===== src/rtl/lifo_alloc_pkg.sv =====
package lifo_alloc_pkg;
  typedef enum logic [1:0] {
    CMD_NONE  = 2'd0,
    CMD_ACQ   = 2'd1,
    CMD_REL   = 2'd2,
    CMD_FLUSH = 2'd3
  } alloc_cmd_e;

  // Rank the raw command lines: flush, then release, then acquire.
  function automatic alloc_cmd_e rank_cmd(input logic flush, input logic rel,
                                          input logic acq);
    if (flush)    return CMD_FLUSH;
    else if (rel) return CMD_REL;
    else if (acq) return CMD_ACQ;
    else          return CMD_NONE;
  endfunction
endpackage


===== src/rtl/lifo_top_ptr.sv =====
module lifo_top_ptr
  import lifo_alloc_pkg::*;
#(
  parameter int ENTRIES = 4,
  localparam int IDX_W = $clog2(ENTRIES),
  localparam int CNT_W = IDX_W + 1
) (
  input  logic             clk,
  input  logic             rst_n,
  input  alloc_cmd_e       cmd,
  input  logic             extra,
  input  logic [CNT_W-1:0] rel_cnt,
  output logic [IDX_W-1:0] top
);
  logic [IDX_W-1:0] top_q, top_nxt;
  logic             top_en;

  always_comb begin
    top_en  = (cmd == CMD_ACQ) || (cmd == CMD_REL);
    top_nxt = top_q;
    case (cmd)
      CMD_ACQ: top_nxt = extra ? top_q + IDX_W'(2) : top_q + IDX_W'(1);
      CMD_REL: top_nxt = top_q - rel_cnt[IDX_W-1:0];
      default: top_nxt = top_q;
    endcase
  end

  always_ff @(posedge clk or negedge rst_n) begin
    if (!rst_n)      top_q <= '0;
    else if (top_en) top_q <= top_nxt;
  end

  assign top = top_q;


  rel_moves_top_chk: assert property (@(posedge clk) disable iff (!rst_n)
    (cmd == CMD_REL) |=> (top_q == $past(top_q) - $past(rel_cnt[IDX_W-1:0])));


  flush_keeps_top_chk: assert property (@(posedge clk) disable iff (!rst_n)
    (cmd == CMD_FLUSH) |=> $stable(top_q));
endmodule


===== src/rtl/lifo_valid_bits.sv =====
module lifo_valid_bits
  import lifo_alloc_pkg::*;
#(
  parameter int ENTRIES = 4,
  localparam int IDX_W = $clog2(ENTRIES),
  localparam int CNT_W = IDX_W + 1
) (
  input  logic               clk,
  input  logic               rst_n,
  input  alloc_cmd_e         cmd,
  input  logic               extra,
  input  logic [IDX_W-1:0]   top,
  input  logic [CNT_W-1:0]   rel_cnt,
  output logic [ENTRIES-1:0] alloc_mask,
  output logic [ENTRIES-1:0] valid
);
  logic [ENTRIES-1:0] valid_q, valid_nxt, free_mask;
  logic [IDX_W-1:0]   top_plus1;

  assign top_plus1 = top + IDX_W'(1);

  for (genvar i = 0; i < ENTRIES; i++) begin : g_ent
    localparam logic [IDX_W-1:0] SLOT = IDX_W'(i);
    logic [IDX_W-1:0] depth;
    // Distance below the top: 0 for the most recent claim.
    assign depth         = top - IDX_W'(1) - SLOT;
    assign free_mask[i]  = {1'b0, depth} < rel_cnt;
    assign alloc_mask[i] = (SLOT == top) || (extra && (SLOT == top_plus1));
  end

  always_comb begin
    case (cmd)
      CMD_FLUSH: valid_nxt = '0;
      CMD_REL:   valid_nxt = valid_q & ~free_mask;
      CMD_ACQ:   valid_nxt = valid_q | alloc_mask;
      default:   valid_nxt = valid_q;
    endcase
  end

  always_ff @(posedge clk or negedge rst_n) begin
    if (!rst_n)                valid_q <= '0;
    else if (cmd != CMD_NONE)  valid_q <= valid_nxt;
  end

  assign valid = valid_q;


  flush_clears_chk: assert property (@(posedge clk) disable iff (!rst_n)
    (cmd == CMD_FLUSH) |=> (valid_q == '0));


  acq_sets_top_chk: assert property (@(posedge clk) disable iff (!rst_n)
    (cmd == CMD_ACQ) |=> valid_q[$past(top)]);


  rel_clears_last_chk: assert property (@(posedge clk) disable iff (!rst_n)
    (cmd == CMD_REL && rel_cnt != '0) |=> !valid_q[$past(top) - IDX_W'(1)]);
endmodule


===== src/rtl/lifo_resolver.sv =====
module lifo_resolver #(
  parameter int ENTRIES = 4,
  localparam int IDX_W = $clog2(ENTRIES)
) (
  input  logic [IDX_W-1:0]   top,
  input  logic [ENTRIES-1:0] valid,
  input  logic               req,
  input  logic [IDX_W-1:0]   ofs,
  output logic [IDX_W-1:0]   idx,
  output logic               hit,
  output logic               to_cache
);
  always_comb begin
    idx      = top - IDX_W'(1) - ofs;
    hit      = valid[idx];
    to_cache = req && !hit;
  end
endmodule


===== src/rtl/lifo_entry_alloc.sv =====
module lifo_entry_alloc
  import lifo_alloc_pkg::*;
#(
  parameter int ENTRIES = 4,
  localparam int IDX_W = $clog2(ENTRIES),
  localparam int CNT_W = IDX_W + 1
) (
  input  logic               clk,
  input  logic               rst_n,
  input  logic               flush_i,
  input  logic               rel_i,
  input  logic [CNT_W-1:0]   rel_cnt_i,
  input  logic               acq_i,
  input  logic               acq_extra_i,
  input  logic [ENTRIES-1:0] ent_dirty_i,
  input  logic               acc_req_i,
  input  logic [IDX_W-1:0]   acc_ofs_i,
  output logic [IDX_W-1:0]   acc_idx_o,
  output logic               acc_hit_o,
  output logic               acc_to_cache_o,
  output logic [IDX_W-1:0]   top_o,
  output logic [ENTRIES-1:0] valid_o,
  output logic [ENTRIES-1:0] fill_mask_o,
  output logic [ENTRIES-1:0] wb_mask_o,
  output logic               wb_req_o
);
  alloc_cmd_e         cmd;
  logic [IDX_W-1:0]   top;
  logic [ENTRIES-1:0] valid, alloc_mask;
  logic [ENTRIES-1:0] fill_q, fill_nxt, wb_q, wb_nxt;

  assign cmd = rank_cmd(flush_i, rel_i, acq_i);

  lifo_top_ptr #(.ENTRIES(ENTRIES)) u_ptr (
    .clk(clk), .rst_n(rst_n), .cmd(cmd), .extra(acq_extra_i),
    .rel_cnt(rel_cnt_i), .top(top)
  );

  lifo_valid_bits #(.ENTRIES(ENTRIES)) u_valid (
    .clk(clk), .rst_n(rst_n), .cmd(cmd), .extra(acq_extra_i), .top(top),
    .rel_cnt(rel_cnt_i), .alloc_mask(alloc_mask), .valid(valid)
  );

  lifo_resolver #(.ENTRIES(ENTRIES)) u_res (
    .top(top), .valid(valid), .req(acc_req_i), .ofs(acc_ofs_i),
    .idx(acc_idx_o), .hit(acc_hit_o), .to_cache(acc_to_cache_o)
  );

  // Overwrite detection: claimed slots that still hold a live dirty line.
  always_comb begin
    fill_nxt = '0;
    wb_nxt   = '0;
    if (cmd == CMD_ACQ) begin
      fill_nxt = alloc_mask;
      wb_nxt   = alloc_mask & valid & ent_dirty_i;
    end
  end

  always_ff @(posedge clk or negedge rst_n) begin
    if (!rst_n) begin
      fill_q <= '0;
      wb_q   <= '0;
    end else begin
      fill_q <= fill_nxt;
      wb_q   <= wb_nxt;
    end
  end

  assign top_o       = top;
  assign valid_o     = valid;
  assign fill_mask_o = fill_q;
  assign wb_mask_o   = wb_q;
  assign wb_req_o    = |wb_q;


  wb_within_fill_chk: assert property (@(posedge clk) disable iff (!rst_n)
    (wb_q & ~fill_q) == '0);


  fill_width_chk: assert property (@(posedge clk) disable iff (!rst_n)
    $countones(fill_q) <= 2);


  fill_only_on_acq_chk: assert property (@(posedge clk) disable iff (!rst_n)
    (flush_i || rel_i) |=> (fill_q == '0));


  cache_needs_req_chk: assert property (@(posedge clk) disable iff (!rst_n)
    acc_to_cache_o |-> acc_req_i);
endmodule


===== config.mk =====
export PLATFORM = sky130hd
export DESIGN_NAME = lifo_entry_alloc
export DESIGN_NICKNAME = d
export VERILOG_FILES = /design/src/rtl/lifo_alloc_pkg.sv /design/src/rtl/lifo_top_ptr.sv /design/src/rtl/lifo_valid_bits.sv /design/src/rtl/lifo_resolver.sv /design/src/rtl/lifo_entry_alloc.sv
export SDC_FILE = /design/constraint.sdc
export NUM_CORES = 1
export LEC_CHECK = 0
export BUFFER_PORTS_ARGS = -buffer_cell sky130_fd_sc_hd__buf_2
export CAP_MARGIN = 10
export CORE_MARGIN = 3
export CORE_UTILIZATION = 55
export CTS_BUF_LIST = sky130_fd_sc_hd__clkbuf_2
export CTS_CLUSTER_DIAMETER = 60
export CTS_CLUSTER_SIZE = 20
export DETAILED_ROUTE_END_ITERATION = 7
export GPL_TIMING_DRIVEN = 0
export PLACE_DENSITY = 0.87
export SETUP_SLACK_MARGIN = 0.02
export SLEW_MARGIN = 30
export SYNTH_ARGS = -nofsm -noshare
export SYNTH_HDL_FRONTEND = slang
export SYNTH_HIERARCHICAL = 1
export SYNTH_SLANG_ARGS = --single-unit

===== constraint.sdc =====
create_clock -name clk -period 4.67 [get_ports clk]
set_input_delay 0.934 -clock clk [delete_from_list [all_inputs] [get_ports clk]]
set_output_delay 0.934 -clock clk [all_outputs]
set_load 0.005 [all_outputs]

==> results.yml <==
worst_setup_path:
  start_kind: "primary input"
  crit_arrival_ps: 2140
  number_of_cells_on_the_worst_reg_to_reg_path: 7
  timing.setup.critical_path_class: "in2out"
  cp_num_buf_inv: 3
  worst_path_dominant_cell_family: "XOR/XNOR gates"
  critPathCaptureType: "output pin"
  ff_to_ff_start: "u_ptr/top[0]"
  slowest_delay_ps: 410
  crit_path_frequent_cell: "sky130_fd_sc_hd__buf_2"
  worstPathCellList: "buf_2 > inv_1 > ha_1 > xnor3_1 > mux4_2 > nor2_2 > buf_2"
  critical_path_peak_fanout: 2
  r2r_setup_slack_ps: 2530
  crit-reg2reg-capture: "u_valid/valid[3]"
  required_ps: 3740
  worst_path_max_delay_cell: "sky130_fd_sc_hd__xnor3_1"
finish:
  design.final.nets: 170
  instances_no_fill: 158
  share_of_post_route_cells_with_drive_strength_above_1_pct: 35.1
  area_delta_synth_final_pct: 21.4
  antenna_cells: 0
timing:
  timing.final.setup_violations: 0
  timing.slew.headroom_pct: 69.2
  final-hold-violation-count: 0
  tightestPinTransition_ps: 462
  grt_setup_unrepaired: "no"
  final.min_clock_period_ps: 3080
  timing_max_transition_violations_final: 0
  fin_worst_skew_ps: 6.10
  fmax_ghz: 0.325
  setup_total_negative_slack_ps: 0
  post-route-period-util_pct: 65.9
synthesis:
  biggest_area_contributors_in_the_synthesized_netlist: "sky130_fd_sc_hd__dfrtp_1 (35%), sky130_fd_sc_hd__ha_1 (22%), sky130_fd_sc_hd__inv_1 (5.6%)"
  yosysUniqueCellTypes: 24
  combinational_family_with_the_most_area_after_synthesis: "adder cells"
  synth_most_common_cell: "sky130_fd_sc_hd__ha_1"
  synthDominantCellAreaShare_pct: 34.8
  ys_seq_elements: 14
  synth_fp_nets: 131
  ys_seq_area_share_pct: 34.8
  synth_edf_count: 0
  synthTopCellsByCount: "sky130_fd_sc_hd__ha_1 (18), sky130_fd_sc_hd__inv_1 (15), sky130_fd_sc_hd__dfrtp_1 (14), sky130_fd_sc_hd__a21oi_1 (9), sky130_fd_sc_hd__nand3_1 (6)"
  synth_compound_gate_area_share_pct: 12.6
  yosysTopAreaCell: "sky130_fd_sc_hd__dfrtp_1"
  post_synth.cell_area_avg_um2: 10.4
  synth_fa_ha_area_share_pct: 22.4
  netlist_area_mm2: 0.00101
  yosys-mux-area-fraction_pct: 2.24
  asyncSetResetFlopFracSynth_pct: 100
  synth_ff_type: "sky130_fd_sc_hd__dfrtp_1"
  synth_cells: 97
  xor_xnor_fraction_of_synth_area_pct: 4.85
  ys.warnings.count: 6
  synth_simple_gate_area_share_pct: 17.5
floorplanning:
  core_region_area_mm2: 0.00161
  start_util_pct: 62.4
  chipWidth_um: 48.8
  die_y_um: 48.8
  design.portCount: 35
  std_cell_rows: 14
  die_footprint_mm2: 0.00238
clock_network:
  cts-resized-gates: 0
  cts_tree: "built"
  clkSinkCount: 14
  hold_buffers: 0
  post_cts_setup_driven_buffer_insertion_count: 0
  htree_num_levels: 1
  clk_transition_reported_paths_ps: 120
  cts-root-buf: "sky130_fd_sc_hd__clkbuf_2"
  worst_skew_pair.late_latency_ps: 260
  cts-buffers-inserted: 3
  clock_path_buffers: 2
global_routing:
  grt_first_pass_wirelength_um: 3350
  grt_util_all_layers_pct: 18.0
  first_global_vias: 784
  number_of_antenna_violations_at_the_first_check_in_global_routing: 0
  grt_overflow: 0
  largest_net_degree_at_the_start_of_global_routing: 15
power:
  power.switching_fraction_pct: 40.7
  power_density_mw_per_mm2: 354
  irDropWorstVdd_mv: 0.247
  power_leakage_nw: 0.731
  sequentialPowerShare_pct: 36.6
  clock_power_share_pct: 11.8
  int_pwr_mw: 0.256
  pwr-share-comb_pct: 51.6
  netSwitchingPower_mw: 0.176
placed_design:
  finalWeightedCongestion: 0.822
  placedCellCount: 155
  portBuffers: 34
  dp.final_hpwl_um: 1660
drt:
  postRouteWirelength_um: 1970
  route.detailed.vias_per_inst: 5.13
  route.antenna.remaining_nets: 0
  number_of_optimization_iterations_in_the_first_detailed_route_pass: 2
  post_drt_wl_per_cell_um: 12.5
  first_iter_violations: 8
  num_vias: 811
  drt_drc_violations_left: 0
run:
  timing.max_cap.violations: 0
outcome:
  run_status: "completed"
hold_path:
  min-delay-path-class: "in2async"
-- layout by cell type, fill, tap and decap left out --
cell type and count:
sky130_fd_sc_hd__o22ai_1 1, sky130_fd_sc_hd__nand2b_1 1, sky130_fd_sc_hd__nor3b_4 1, sky130_fd_sc_hd__a21oi_1 9
sky130_fd_sc_hd__nor2_2 1, sky130_fd_sc_hd__or4_1 1, sky130_fd_sc_hd__inv_1 15, sky130_fd_sc_hd__nand3_1 6
sky130_fd_sc_hd__nand2_1 2, sky130_fd_sc_hd__xnor3_1 1, sky130_fd_sc_hd__and4_1 4, sky130_fd_sc_hd__dfrtp_1 14
sky130_fd_sc_hd__ha_1 18, sky130_fd_sc_hd__nor2b_1 1, sky130_fd_sc_hd__xnor2_1 2, sky130_fd_sc_hd__and2_2 4
sky130_fd_sc_hd__a21o_1 5, sky130_fd_sc_hd__nor2_1 1, sky130_fd_sc_hd__nor3_1 1, sky130_fd_sc_hd__a31oi_1 4
sky130_fd_sc_hd__xor2_1 1, sky130_fd_sc_hd__buf_2 34, sky130_fd_sc_hd__clkbuf_2 3, sky130_fd_sc_hd__and3b_2 2
sky130_fd_sc_hd__mux4_2 1, sky130_fd_sc_hd__a211oi_2 1
-- layout make-up --
class | instances | area (um2)
Clock buffer | 3 | 15.0
Tap cell | 24 | 30.0
Fill cell | 127 | 390
Inverter | 15 | 56.3
Timing Repair Buffer | 34 | 170
Sequential cell | 14 | 350
Multi-Input combinational cell | 68 | 599
-- per-layer routing --
metal  GRT usage (%)  vias up  routed length [um]
li1                -      415                   -
met1            21.1      368                 817
met2            31.7       26                1020
met3            3.07        2                 115
met4            8.53        0                  12
met5               0        -                   0
-- registers in the layout, indices dropped and copies added, names as in the netlist --
name / flops
fill_mask_o: 4
u_ptr/top: 2
wb_mask_o: 4
u_valid/valid: 4
-- worst register-to-register path: cells and delay by family (launching register included) --
family | cells | cell delay [ps]
AO/OA/AOI/OAI | 1 | 190
XOR/XNOR | 1 | 220
adder cells (fa/ha/maj) | 2 | 660
buffers and inverters | 2 | 260
flip-flops | 1 | 650
AND/OR/NAND/NOR | 1 | 80
-- power by group through the flow --
stage	Sequential, mW	Clock (mW)	Combinational [mW]
floorplan	0.156	0	0.158
global placement	0.158	0	0.212
detailed placement	0.160	0	0.224
CTS	0.158	0.0530	0.226
global route	0.162	0.0583	0.257
finish	0.158	0.0509	0.223
-- kinds of logic after synthesis --
logic type | after synthesis
buffers and inverters | 15
AND/OR/NAND/NOR | 25
adder cells (fa/ha/maj) | 18
flip-flops | 14
XOR/XNOR | 4
multiplexers | 1
AO/OA/AOI/OAI | 20
-- through the flow --
step	cell area (um2)	power, mW	hold WS, ps	setup WS (ps)	utilization (%)
2_1_floorplan	1010	0.313	564	1790	-
3_3_place_gp	1210	0.370	572	1600	74.8
3_5_place_dp	1210	0.384	561	1580	74.8
4_1_cts	1220	0.437	532	1580	75.8
5_1_grt	1220	0.477	526	1490	75.8
6_report	1220	0.432	534	1590	75.8
-- how the worst max path moves through the flow --
stage	startpoint	cells past startpoint	endpoint
after floorplan	acc_ofs_i[0]	5	acc_to_cache_o
after global routing	acc_ofs_i[0]	7	acc_to_cache_o
after global placement	acc_ofs_i[0]	7	acc_to_cache_o
after detailed placement	acc_ofs_i[0]	7	acc_to_cache_o
final	acc_ofs_i[0]	7	acc_to_cache_o
after CTS	acc_ofs_i[0]	7	acc_to_cache_o
Note: power is estimated with default switching activity, not from simulation.
